File: src/rtl/pgdma_pkg.sv
package pgdma_pkg;

  localparam int PAGE_BYTES  = 4096;
  localparam int ENTRY_BYTES = 8;

  // control word bit positions (software-visible encoding)
  localparam int CTL_EN    = 0;
  localparam int CTL_TODEV = 1;
  localparam int CTL_TC    = 8;
  localparam int CTL_MERR  = 9;
  localparam int CTL_AERR  = 10;

  localparam logic [31:0] FLAG_MASK = 32'h0000_0700;

  typedef enum logic [2:0] {
    ST_IDLE, ST_CHECK, ST_PAGE, ST_FETCH, ST_DATA, ST_DONE
  } walk_state_t;

  // bytes moved in one piece: never past the next page boundary
  function automatic logic [12:0] piece_len(input logic [31:0] remain,
                                            input logic [31:0] laddr);
    logic [12:0] to_edge;
    to_edge = 13'd4096 - {1'b0, laddr[11:0]};
    if (remain < {19'd0, to_edge}) return remain[12:0];
    return to_edge;
  endfunction

  // location of the translation entry for a logical address
  function automatic logic [31:0] entry_loc(input logic [31:0] base,
                                            input logic [31:0] laddr);
    logic [31:0] sum;
    sum = base + {9'd0, laddr[31:12], 3'b000};
    return sum & 32'h7FFF_FFFF;
  endfunction

  // page index inside the table limit
  function automatic logic page_in_table(input logic [31:0] laddr,
                                         input logic [31:0] limit);
    return {12'd0, laddr[31:12]} < {3'd0, limit[31:3]};
  endfunction

endpackage

File: src/rtl/pgdma_regs.sv
module pgdma_regs
  import pgdma_pkg::*;
#(
  parameter int NCH = 4,
  parameter int AW  = 10,
  localparam int CHW = (NCH > 1) ? $clog2(NCH) : 1
) (
  input  logic              clk,
  input  logic              rst_n,
  input  logic              bus_we,
  input  logic [AW-1:0]     bus_addr,
  input  logic [31:0]       bus_wdata,
  output logic [31:0]       bus_rdata,
  input  logic [CHW-1:0]    eng_ch,
  input  logic              eng_ctl_we,
  input  logic [31:0]       eng_ctl,
  input  logic              eng_cnt_we,
  input  logic [31:0]       eng_cnt,
  input  logic              eng_lad_we,
  input  logic [31:0]       eng_lad,
  output logic [31:0]       tbl_base,
  output logic [31:0]       tbl_limit,
  output logic [31:0]       ch_ctl [NCH],
  output logic [31:0]       ch_cnt [NCH],
  output logic [31:0]       ch_lad [NCH]
);

  // decode: 0x000 base, 0x008 limit, 0x100 + 32*ch + 8*k channel words
  logic       hit_base, hit_limit, hit_chan;
  logic [2:0] sel_ch;
  logic [1:0] sel_word;

  assign hit_base  = (bus_addr[AW-1:2] == '0);
  assign hit_limit = (bus_addr[AW-1:2] == (AW-2)'(2));
  assign hit_chan  = (bus_addr[AW-1:8] == (AW-8)'(1));
  assign sel_ch    = bus_addr[7:5];
  assign sel_word  = bus_addr[4:3];

  always_ff @(posedge clk or negedge rst_n) begin
    if (!rst_n) begin
      tbl_base  <= '0;
      tbl_limit <= '0;
    end else if (bus_we) begin
      if (hit_base)  tbl_base  <= bus_wdata;
      if (hit_limit) tbl_limit <= bus_wdata;
    end
  end

  for (genvar g = 0; g < NCH; g++) begin : g_ch
    logic bus_sel, eng_sel;
    assign bus_sel = bus_we && hit_chan && (sel_ch == 3'(g));
    assign eng_sel = (eng_ch == CHW'(g));

    // engine updates win over a bus write in the same cycle
    always_ff @(posedge clk or negedge rst_n) begin
      if (!rst_n) begin
        ch_ctl[g] <= '0;
        ch_cnt[g] <= '0;
        ch_lad[g] <= '0;
      end else begin
        if (eng_sel && eng_ctl_we)              ch_ctl[g] <= eng_ctl;
        else if (bus_sel && sel_word == 2'd1)   ch_ctl[g] <= bus_wdata;
        if (eng_sel && eng_cnt_we)              ch_cnt[g] <= eng_cnt;
        else if (bus_sel && sel_word == 2'd2)   ch_cnt[g] <= bus_wdata;
        if (eng_sel && eng_lad_we)              ch_lad[g] <= eng_lad;
        else if (bus_sel && sel_word == 2'd3)   ch_lad[g] <= bus_wdata;
      end
    end
  end

  always_comb begin
    bus_rdata = '0;
    if (hit_base)  bus_rdata = tbl_base;
    if (hit_limit) bus_rdata = tbl_limit;
    if (hit_chan) begin
      for (int g = 0; g < NCH; g++) begin
        if (sel_ch == 3'(g)) begin
          case (sel_word)
            2'd1:    bus_rdata = ch_ctl[g];
            2'd2:    bus_rdata = ch_cnt[g];
            2'd3:    bus_rdata = ch_lad[g];
            default: bus_rdata = '0;
          endcase
        end
      end
    end
  end

endmodule

File: src/rtl/pgdma_walker.sv
module pgdma_walker
  import pgdma_pkg::*;
#(
  parameter int NCH   = 4,
  parameter int LEN_W = 16,
  localparam int CHW  = (NCH > 1) ? $clog2(NCH) : 1
) (
  input  logic              clk,
  input  logic              rst_n,
  input  logic              req_valid,
  input  logic [CHW-1:0]    req_chan,
  input  logic              req_to_dev,
  input  logic [LEN_W-1:0]  req_len,
  output logic              req_ready,
  output logic              done,
  input  logic [31:0]       tbl_base,
  input  logic [31:0]       tbl_limit,
  input  logic [31:0]       ch_ctl [NCH],
  input  logic [31:0]       ch_cnt [NCH],
  input  logic [31:0]       ch_lad [NCH],
  output logic [CHW-1:0]    eng_ch,
  output logic              eng_ctl_we,
  output logic [31:0]       eng_ctl,
  output logic              eng_cnt_we,
  output logic [31:0]       eng_cnt,
  output logic              eng_lad_we,
  output logic [31:0]       eng_lad,
  output logic              mem_valid,
  output logic              mem_kind,
  output logic              mem_we,
  output logic [31:0]       mem_addr,
  output logic [12:0]       mem_len,
  input  logic              mem_ack,
  input  logic [31:0]       mem_rdata
);

  walk_state_t   st;
  logic [CHW-1:0] cur_ch;
  logic          cur_todev;
  logic [31:0]   remain;
  logic [31:0]   frame;

  // named internal events
  logic        start_evt, reject_evt, limit_evt, piece_evt;
  logic [31:0] cctl, ccnt, clad;
  logic [12:0] piece;
  logic [31:0] cnt_after;

  assign cctl      = ch_ctl[cur_ch];
  assign ccnt      = ch_cnt[cur_ch];
  assign clad      = ch_lad[cur_ch];
  assign piece     = piece_len(remain, clad);
  assign cnt_after = ccnt - {19'd0, piece};

  assign start_evt  = (st == ST_IDLE) && req_valid;
  assign reject_evt = (st == ST_CHECK) &&
                      (!cctl[CTL_EN] || (cctl[CTL_TODEV] != cur_todev));
  assign limit_evt  = (st == ST_PAGE) && !page_in_table(clad, tbl_limit);
  assign piece_evt  = (st == ST_DATA) && mem_ack;

  assign req_ready = (st == ST_IDLE);
  assign done      = (st == ST_DONE);
  assign eng_ch    = (st == ST_IDLE) ? req_chan : cur_ch;

  always_comb begin
    mem_valid = 1'b0;
    mem_kind  = 1'b0;
    mem_we    = 1'b0;
    mem_addr  = '0;
    mem_len   = '0;
    if (st == ST_FETCH) begin
      mem_valid = 1'b1;
      mem_addr  = entry_loc(tbl_base, clad);
      mem_len   = 13'(ENTRY_BYTES);
    end else if (st == ST_DATA) begin
      mem_valid = 1'b1;
      mem_kind  = 1'b1;
      mem_we    = !cur_todev;
      mem_addr  = frame + {20'd0, clad[11:0]};
      mem_len   = piece;
    end
  end

  always_comb begin
    eng_ctl_we = 1'b0;
    eng_ctl    = cctl;
    eng_cnt_we = 1'b0;
    eng_cnt    = cnt_after;
    eng_lad_we = 1'b0;
    eng_lad    = clad + {19'd0, piece};
    if (start_evt) begin
      eng_ctl_we = 1'b1;
      eng_ctl    = ch_ctl[req_chan] & ~FLAG_MASK;
    end else if (reject_evt || limit_evt) begin
      eng_ctl_we = 1'b1;
      eng_ctl    = cctl | (32'd1 << CTL_MERR);
    end else if (st == ST_CHECK && ccnt == '0) begin
      eng_ctl_we = 1'b1;
      eng_ctl    = cctl | (32'd1 << CTL_TC);
    end else if (piece_evt) begin
      eng_cnt_we = 1'b1;
      eng_lad_we = 1'b1;
      if (cnt_after == '0) begin
        eng_ctl_we = 1'b1;
        eng_ctl    = cctl | (32'd1 << CTL_TC);
      end
    end
  end

  always_ff @(posedge clk or negedge rst_n) begin
    if (!rst_n) begin
      st        <= ST_IDLE;
      cur_ch    <= '0;
      cur_todev <= 1'b0;
      remain    <= '0;
      frame     <= '0;
    end else begin
      case (st)
        ST_IDLE: if (req_valid) begin
          cur_ch    <= req_chan;
          cur_todev <= req_to_dev;
          remain    <= {{(32-LEN_W){1'b0}}, req_len};
          st        <= ST_CHECK;
        end
        ST_CHECK: begin
          if (reject_evt || ccnt == '0) st <= ST_DONE;
          else begin
            if (ccnt < remain) remain <= ccnt;
            st <= (remain == '0) ? ST_DONE : ST_PAGE;
          end
        end
        ST_PAGE:  st <= limit_evt ? ST_DONE : ST_FETCH;
        ST_FETCH: if (mem_ack) begin
          frame <= mem_rdata;
          st    <= ST_DATA;
        end
        ST_DATA: if (mem_ack) begin
          remain <= remain - {19'd0, piece};
          if (remain == {19'd0, piece} || cnt_after == '0) st <= ST_DONE;
          else st <= ST_PAGE;
        end
        default: st <= ST_IDLE;
      endcase
    end
  end

  // flags of the accepted channel are clear one cycle later
  p_flag_clear_r3: assert property (@(posedge clk) disable iff (!rst_n)
    start_evt |=> (ch_ctl[cur_ch][10:8] == 3'b000));

  // access fields hold while waiting for ack
  p_hold_until_ack_r6: assert property (@(posedge clk) disable iff (!rst_n)
    (mem_valid && !mem_ack) |=> (mem_valid && $stable(mem_addr) && $stable(mem_len)
                                 && $stable(mem_kind)));

  // a data piece stays inside one page and is nonempty
  p_piece_in_page_r6: assert property (@(posedge clk) disable iff (!rst_n)
    (mem_valid && mem_kind) |-> (mem_len != 13'd0 &&
      ({1'b0, clad[11:0]} + mem_len) <= 13'd4096));

  // table reads never carry bit 31
  p_fetch_low_half_r7: assert property (@(posedge clk) disable iff (!rst_n)
    (mem_valid && !mem_kind) |-> (!mem_addr[31] && mem_len == 13'd8));

  // count falls and address rises by the piece just moved
  p_count_step_r10: assert property (@(posedge clk) disable iff (!rst_n)
    piece_evt |=> (ch_cnt[cur_ch] == $past(ccnt) - {19'd0, $past(piece)} &&
                   ch_lad[cur_ch] == $past(clad) + {19'd0, $past(piece)}));

  // a rejected request moves nothing
  p_reject_quiet_r4: assert property (@(posedge clk) disable iff (!rst_n)
    reject_evt |=> (done && !mem_valid));

  // done lasts one cycle
  p_done_pulse_r11: assert property (@(posedge clk) disable iff (!rst_n)
    done |=> !done);

endmodule

File: src/rtl/pgdma_engine.sv
module pgdma_engine
  import pgdma_pkg::*;
#(
  parameter int NCH   = 4,
  parameter int LEN_W = 16,
  parameter int AW    = 10,
  localparam int CHW  = (NCH > 1) ? $clog2(NCH) : 1
) (
  input  logic              clk,
  input  logic              rst_n,
  input  logic              reg_we,
  input  logic [AW-1:0]     reg_addr,
  input  logic [31:0]       reg_wdata,
  output logic [31:0]       reg_rdata,
  input  logic              req_valid,
  input  logic [CHW-1:0]    req_chan,
  input  logic              req_to_dev,
  input  logic [LEN_W-1:0]  req_len,
  output logic              req_ready,
  output logic              done,
  output logic              mem_valid,
  output logic              mem_kind,
  output logic              mem_we,
  output logic [31:0]       mem_addr,
  output logic [12:0]       mem_len,
  input  logic              mem_ack,
  input  logic [31:0]       mem_rdata
);

  logic [31:0]    tbl_base, tbl_limit;
  logic [31:0]    ch_ctl [NCH];
  logic [31:0]    ch_cnt [NCH];
  logic [31:0]    ch_lad [NCH];
  logic [CHW-1:0] eng_ch;
  logic           eng_ctl_we, eng_cnt_we, eng_lad_we;
  logic [31:0]    eng_ctl, eng_cnt, eng_lad;

  pgdma_regs #(.NCH(NCH), .AW(AW)) u_regs (
    .clk       (clk),
    .rst_n     (rst_n),
    .bus_we    (reg_we),
    .bus_addr  (reg_addr),
    .bus_wdata (reg_wdata),
    .bus_rdata (reg_rdata),
    .eng_ch    (eng_ch),
    .eng_ctl_we(eng_ctl_we),
    .eng_ctl   (eng_ctl),
    .eng_cnt_we(eng_cnt_we),
    .eng_cnt   (eng_cnt),
    .eng_lad_we(eng_lad_we),
    .eng_lad   (eng_lad),
    .tbl_base  (tbl_base),
    .tbl_limit (tbl_limit),
    .ch_ctl    (ch_ctl),
    .ch_cnt    (ch_cnt),
    .ch_lad    (ch_lad)
  );

  pgdma_walker #(.NCH(NCH), .LEN_W(LEN_W)) u_walker (
    .clk       (clk),
    .rst_n     (rst_n),
    .req_valid (req_valid),
    .req_chan  (req_chan),
    .req_to_dev(req_to_dev),
    .req_len   (req_len),
    .req_ready (req_ready),
    .done      (done),
    .tbl_base  (tbl_base),
    .tbl_limit (tbl_limit),
    .ch_ctl    (ch_ctl),
    .ch_cnt    (ch_cnt),
    .ch_lad    (ch_lad),
    .eng_ch    (eng_ch),
    .eng_ctl_we(eng_ctl_we),
    .eng_ctl   (eng_ctl),
    .eng_cnt_we(eng_cnt_we),
    .eng_cnt   (eng_cnt),
    .eng_lad_we(eng_lad_we),
    .eng_lad   (eng_lad),
    .mem_valid (mem_valid),
    .mem_kind  (mem_kind),
    .mem_we    (mem_we),
    .mem_addr  (mem_addr),
    .mem_len   (mem_len),
    .mem_ack   (mem_ack),
    .mem_rdata (mem_rdata)
  );

  // an idle engine makes no memory access
  p_idle_no_access_r11: assert property (@(posedge clk) disable iff (!rst_n)
    req_ready |-> !mem_valid);

  // a limit fault ends the request with no further access
  p_limit_stop_r8: assert property (@(posedge clk) disable iff (!rst_n)
    u_walker.limit_evt |=> (done && !mem_valid));

endmodule

File: config.mk
export PLATFORM = sky130hd
export DESIGN_NAME = pgdma_engine
export DESIGN_NICKNAME = d
export VERILOG_FILES = /design/src/rtl/pgdma_pkg.sv /design/src/rtl/pgdma_regs.sv /design/src/rtl/pgdma_walker.sv /design/src/rtl/pgdma_engine.sv
export SDC_FILE = /design/constraint.sdc
export NUM_CORES = 2
export LEC_CHECK = 0
export CAP_MARGIN = 40
export CORE_MARGIN = 2
export CORE_UTILIZATION = 50
export CTS_CLUSTER_DIAMETER = 150
export DETAILED_ROUTE_END_ITERATION = 7
export DONT_BUFFER_PORTS = 1
export PLACE_DENSITY = 0.66
export SYNTH_ARGS = -nofsm -noshare
export SYNTH_HDL_FRONTEND = slang
export SYNTH_SLANG_ARGS = --single-unit
export TNS_END_PERCENT = 5
File: constraint.sdc
create_clock -name clk -period 9.6 [get_ports clk]
set_input_delay 1.44 -clock clk [delete_from_list [all_inputs] [get_ports clk]]
set_output_delay 1.44 -clock clk [all_outputs]
set_load 0.02 [all_outputs]
* After elaboration in Yosys (flattened, before gate mapping)
Cells that the tools add are included.
** Word-level totals
- Register bits after elaboration :: 518
- Bits in latches :: 0
- RAM bits :: 0
- ROM bits :: 0
- Input port bits :: 98
- Output and inout port bits :: 82
- Word-level logic and storage cells :: 205
- Memories kept :: 0
** Cells by class
- Add/subtract/negate cells :: 6
- $mul :: 0
- Divide/modulo/power cells :: 0
- Magnitude comparators :: 5
- Equal/unequal tests :: 23
- Shifts and indexed selects :: 0
- Multiplexer cells :: 87
- Bitwise gates (word level) :: 2
- Reductions and logical operators :: 63
** Operators by type and width (number)
- 32-bit 2-to-1 mux :: 46
- 32-bit case mux with 3 select lines :: 5
- 32-bit binary-select mux with 2-bit select :: 4
- 32-bit logical NOT :: 3
- 32-bit by 13-bit subtractor with 32-bit output :: 2
- 13-bit 2-to-1 mux :: 4
- 32-bit by 12-bit adder with 32-bit output :: 1
- 32-bit by 13-bit adder with 32-bit output :: 1
- 32-bit by 13-bit equality test with 1-bit output :: 1
- 32-bit by 13-bit less-than comparator with 1-bit output :: 1
- 32-bit less-than comparator :: 1
- 31-bit by 23-bit adder with 31-bit output :: 1
- 1-bit logical AND :: 30
- 20-bit by 29-bit less-than comparator with 1-bit output :: 1
- 9-bit 2-to-1 mux :: 3
- 2-bit nonzero test :: 12
- 3-bit 2-to-1 mux :: 7
- 1-bit 2-to-1 mux :: 15
- 3-bit case mux with 5 select lines :: 1
- 13-bit by 12-bit subtractor with 13-bit output (first input constant) :: 1
- 3-bit by 2-bit equality test with 1-bit output (second input constant) :: 4
- 10-bit 2-to-1 mux :: 1
- 2-bit inequality test (second input constant) :: 5
- 2-bit equality test (second input constant) :: 4
- 17 further kinds :: 32

* Depth between registers and ports, before layout
- Word-level depth :: 17
- Mapped depth :: 37
- Mapped depth without buffers :: 33

* Hierarchy
Synthesis repeated with hierarchy kept, for this count alone.
** Second synthesis, totals
- Cell total of the unflattened synthesis :: 4081
- Area total of the unflattened synthesis :: 38839.8 um2
** Modules (own cells, without submodules)
- pgdma_regs :: times used 1, cells an instance 2335, area an instance 24527.3 um2, seq. area each 11210.8 um2
- pgdma_walker :: times used 1, cells an instance 1746, area an instance 14312.5 um2, seq. area each 1751.7 um2

* Least setup slack after synthesis
Ideal clock, no wire load.
- Path kind :: reg-to-output
- From :: register u_walker.cur_ch[0]
- To :: output mem_addr[29]
- Arrival :: 6.543 ns
- Required time :: 8.160 ns
- Path slack :: 1.617 ns
- Cell stages (with the launch flop) :: 29
- Path through :: dfrtp_1 -> buf_6 -> buf_2 -> buf_2 -> buf_1 -> buf_2 -> mux2_2 -> o21ai_0 -> inv_1 -> ha_1 -> fa_1 -> a21o_1 -> a21oi_1 -> o21bai_1 -> a21oi_1 -> o21bai_1 -> a21oi_1 -> o21bai_1 -> a21oi_1 -> o21bai_1 -> a21oi_1 -> o21bai_1 -> a21o_1 -> a21oi_1 -> o21ai_0 -> a311oi_1 -> nor4bb_1 -> xnor2_1 -> o22ai_1
** On the way
- Cells in the longest elaborated chain, start to end :: 7
- Elaborated cells between the ends (all ways) :: 8
** RTL lines
- from (decl) :: RTL line pgdma_walker.sv:38 : logic [CHW-1:0] cur_ch;
- from (signal assigned) :: RTL line pgdma_walker.sv:120 : cur_ch <= req_chan;
- 2-bit NOT with 3-bit output (not written as such) (*) :: RTL line pgdma_walker.sv:51 : assign clad = ch_lad[cur_ch];
- 32-bit binary-select mux with 2-bit select (*) :: RTL line pgdma_walker.sv:51
- 32-bit 2-to-1 mux (not written as such) (*) (2 in a row) :: RTL line pgdma_walker.sv:51
- 32-bit by 12-bit adder with 32-bit output :: RTL line pgdma_walker.sv:79 : mem_addr = frame + {20'd0, clad[11:0]};
- 32-bit 2-to-1 mux :: RTL line pgdma_walker.sv:75 : end else if (st == ST_DATA) begin
- 32-bit 2-to-1 mux (*) :: RTL line pgdma_walker.sv:71 : if (st == ST_FETCH) begin
- to (decl) :: RTL line pgdma_engine.sv:24 : output logic [31:0] mem_addr,
Mark *: on every way between the ends. The rest lies on a longest branch, timed or not. The select of a mux whose other input is x is not followed.

* Worst setup path after layout
Same ends and word-level chain as after synthesis.

==> reports/metrics.csv <==
stage;metric;value;unit
clocking;max-clock-path-buffers;3;
timing;finalSetupViolations;0;
worst_setup_path;crit_path_end_kind;output port;
routing;drtIter0Drc;4027;
global_routing;grt_usage;0.353;
timing;fin_crit;9.04;ns
die;placementRows;101;
status;run_status;finished, violations left;
layout;nNetsFinal;4118;
flow_run;maxCapViolCount;0;
layout;fin_cells;4988;
hold_path;hp-class;in2async;
global_routing;grt-ovfl-total;0;
global_routing;grt_pass1_wl;210000;µm
routing;drc;0;
timing;fin_setup_tns;0;ns
placement;gp_congestion;0.952;
timing;finalHoldViolCount;0;
synthesis;synth_cell_type_count;103;
worst_setup_path;rr_worst_depth;28;
clocking;clkLatencyLatePin;0.67;ns
synthesis;syn-instance-count;4071;
routing;wl_met1;55600;µm
die;fp.dieArea;79400;µm²
timing;clock_skew;0.0330;ns
worst_setup_path;worstReg2RegStart;u_walker.cur_ch[0];
clocking;numCtsBuffers;60;
clocking;cts_tree;done;
routing;drt-vias-per-instance;6.77;
placement;hpwl;91300;µm
timing;maxSlewViolCount;431;
synthesis;syn_nets;4280;
worst_setup_path;r2r_slack;0.62;ns
clocking;cts_resized;0;
routing;ant_nets;0;
synthesis;ys_seq_area_frac;0.336;
global_routing;antenna_found_initial;5;
timing;fmax;0.111;GHz
worst_setup_path;crit_arrival;7.60;ns
die;die_h;282;µm
timing;min_period_over_period;0.942;
layout;layout-drive-gt1-share;0.165;
clocking;path_clk_slew;0.06;ns
clocking;cts_hold_buf;0;
routing;first_pass_iters;6;
global_routing;grt_pass1_vias;32200;
worst_setup_path;crit_type;reg2out;
die;start_util;0.506;
synthesis;synth_area;38600;µm²
routing;wl_met3;16800;µm
routing;post_drt_wl_per_cell;28.4;µm
timing;rsz0062_at_grt;no;
status;violations;slew limit;
layout;areaGrowthSynthToFinish;7.75;%
routing;wl_met2;61400;µm
routing;highest_layer;met5;
clocking;htreeDepth;2;
synthesis;synth_warnings;0;
worst_setup_path;critPathLaunchType;flop;
placement;dp_cells;4877;
synthesis;ys_seq_elements;518;
clocking;postCtsSetupBuffers;0;
die;coreArea;76200;µm²
die;ios;180;
clocking;numClockSinks;518;
die;die_w;282;µm
routing;finalWirelength;142000;µm
worst_setup_path;path_max_fanout;68;
clocking;root_buffer;clkbuf_16;
routing;vias;33700;
layout;fillers;6745;
synthesis;ys.flop_type;dfrtp_1;
timing;slew_headroom;-1.37;
global_routing;grt_start_max_net_pins;519;
synthesis;synth-edff-count;0;
synthesis;async_flop_share;1.00;
worst_setup_path;r2r_end;u_regs.ch_ctl[37];
synthesis;avgSynthCellArea;9.47;µm²
placement;numPortBuffers;0;
worst_setup_path;critPathRequiredTime;8.16;ns
timing;worstMarginPinSlew;3.56;ns
## registers in the layout (all words and copies together) (netlist names)
name	cells
u_regs.ch_cnt	128
u_regs.ch_ctl	128
u_regs.ch_lad	128
u_regs.tbl_base	32
u_regs.tbl_limit	32
u_walker.frame	32
u_walker.remain	32
u_walker.st	3
u_walker.cur_ch	2
u_walker.cur_todev	1
## layer usage
| metal | vias up | global-route usage |
|---|---|---|
| met5 | - | 0 |
| met4 | 6 | 0.177 |
| met3 | 473 | 0.0944 |
| met2 | 2024 | 0.521 |
| met1 | 16600 | 0.476 |
| li1 | 14600 | - |
## worst max-delay path, stage by stage (launching register included)
cell and delay [ns]:
dfrtp_4 0.77, buf_12 0.52, mux4_2 0.77, fa_1 0.49, a21o_1 0.17, a21oi_1 0.21, o21bai_1 0.16, a21oi_1 0.27
o21bai_1 0.09, a21oi_1 0.42, o21bai_1 0.11, a21oi_1 0.25, o21bai_1 0.10, a21oi_1 0.23, o21bai_1 0.17, a21o_1 0.24
a21oi_1 0.20, o21ai_0 0.14, a311oi_1 0.73, nor4bb_1 0.17, xnor2_1 0.18, o22ai_1 0.43
## cell usage after synthesis (all sizes together), types with 47 or more instances
master	n	share of area
a22oi	171	0.033
ha	109	0.035
xor2	52	0.012
a21oi	184	0.024
a211oi	70	0.014
nor2	220	0.022
o21ai	236	0.031
a31oi	63	0.010
xnor2	97	0.023
clkbuf	233	0.023
o22ai	110	0.018
nor2b	81	0.013
mux2	257	0.075
nand2	544	0.053
mux2i	374	0.097
dfrtp	518	0.34
mux4	124	0.072
nand3	47	0.0067
inv	117	0.011
buf	76	0.012
## worst max-delay path by stage
stage	startpoint	to	slack, ns
6_report	u_walker.cur_ch[0]	mem_addr[29]	0.56
5_1_grt	u_walker.cur_ch[0]	mem_addr[29]	0.07
4_1_cts	u_walker.cur_ch[0]	mem_addr[29]	0.58
3_5_place_dp	u_walker.cur_ch[0]	u_regs.ch_ctl[37]	0.80
3_3_place_gp	u_walker.cur_ch[0]	u_regs.ch_ctl[51]	0.96
2_1_floorplan	u_walker.cur_ch[0]	mem_addr[29]	1.62
## kinds of logic (layout without fill, tap and decap cells)
kind of cell | Yosys count | count (layout) | synth area share
flip-flops | 518 | 518 | 0.336
XOR/XNOR | 149 | 149 | 0.0353
buffers and inverters | 426 | 311 | 0.0462
AND/OR/NAND/NOR | 1106 | 1106 | 0.132
other | 0 | 2 | 0
AO/OA/AOI/OAI | 994 | 994 | 0.166
multiplexers | 755 | 755 | 0.245
adder cells (fa/ha/maj) | 123 | 123 | 0.0395
## cell usage in the layout, fill, tap and decap left out, drive strengths merged, types with 23 or more instances in the layout
cell    count
a211oi     70
a21oi     184
a22oi     171
a31oi      63
and3       25
buf        85
clkbuf     91
dfrtp     518
ha        109
inv       120
mux2      257
mux2i     374
mux4      124
nand2     544
nand3      47
nand4      24
nor2      220
nor2b      81
nor3       39
nor4       23
o21ai     236
o22ai     110
xnor2      97
xor2       52
## per-stage QoR
step                utilization  setup slack, ns  area [µm²]  hold WS (ns)
detailed placement        0.519            0.798       39500         0.493
CTS                       0.545            0.584       41500         0.493
floorplan                     -             1.62       38600         0.480
global route              0.545           0.0689       41500         0.483
global placement          0.516            0.963       39300         0.488
finish                    0.545            0.556       41500         0.506
## cell type report
class / instances / area, µm² / area share
diodes: 2 / 5.00 / 0.000120
clock inverters: 18 / 183 / 0.00440
well taps: 1030 / 1290 / 0.0310
repair buffers: 85 / 803 / 0.0193
inverters: 117 / 439 / 0.0106
multi-input cells: 3127 / 24000 / 0.578
clock buffers: 91 / 1850 / 0.0445
flip-flops and latches: 518 / 13000 / 0.312
Power is left out: the tool's default activity adds up to more than one toggle a clock period on the data nets, which glitch-free logic cannot reach.
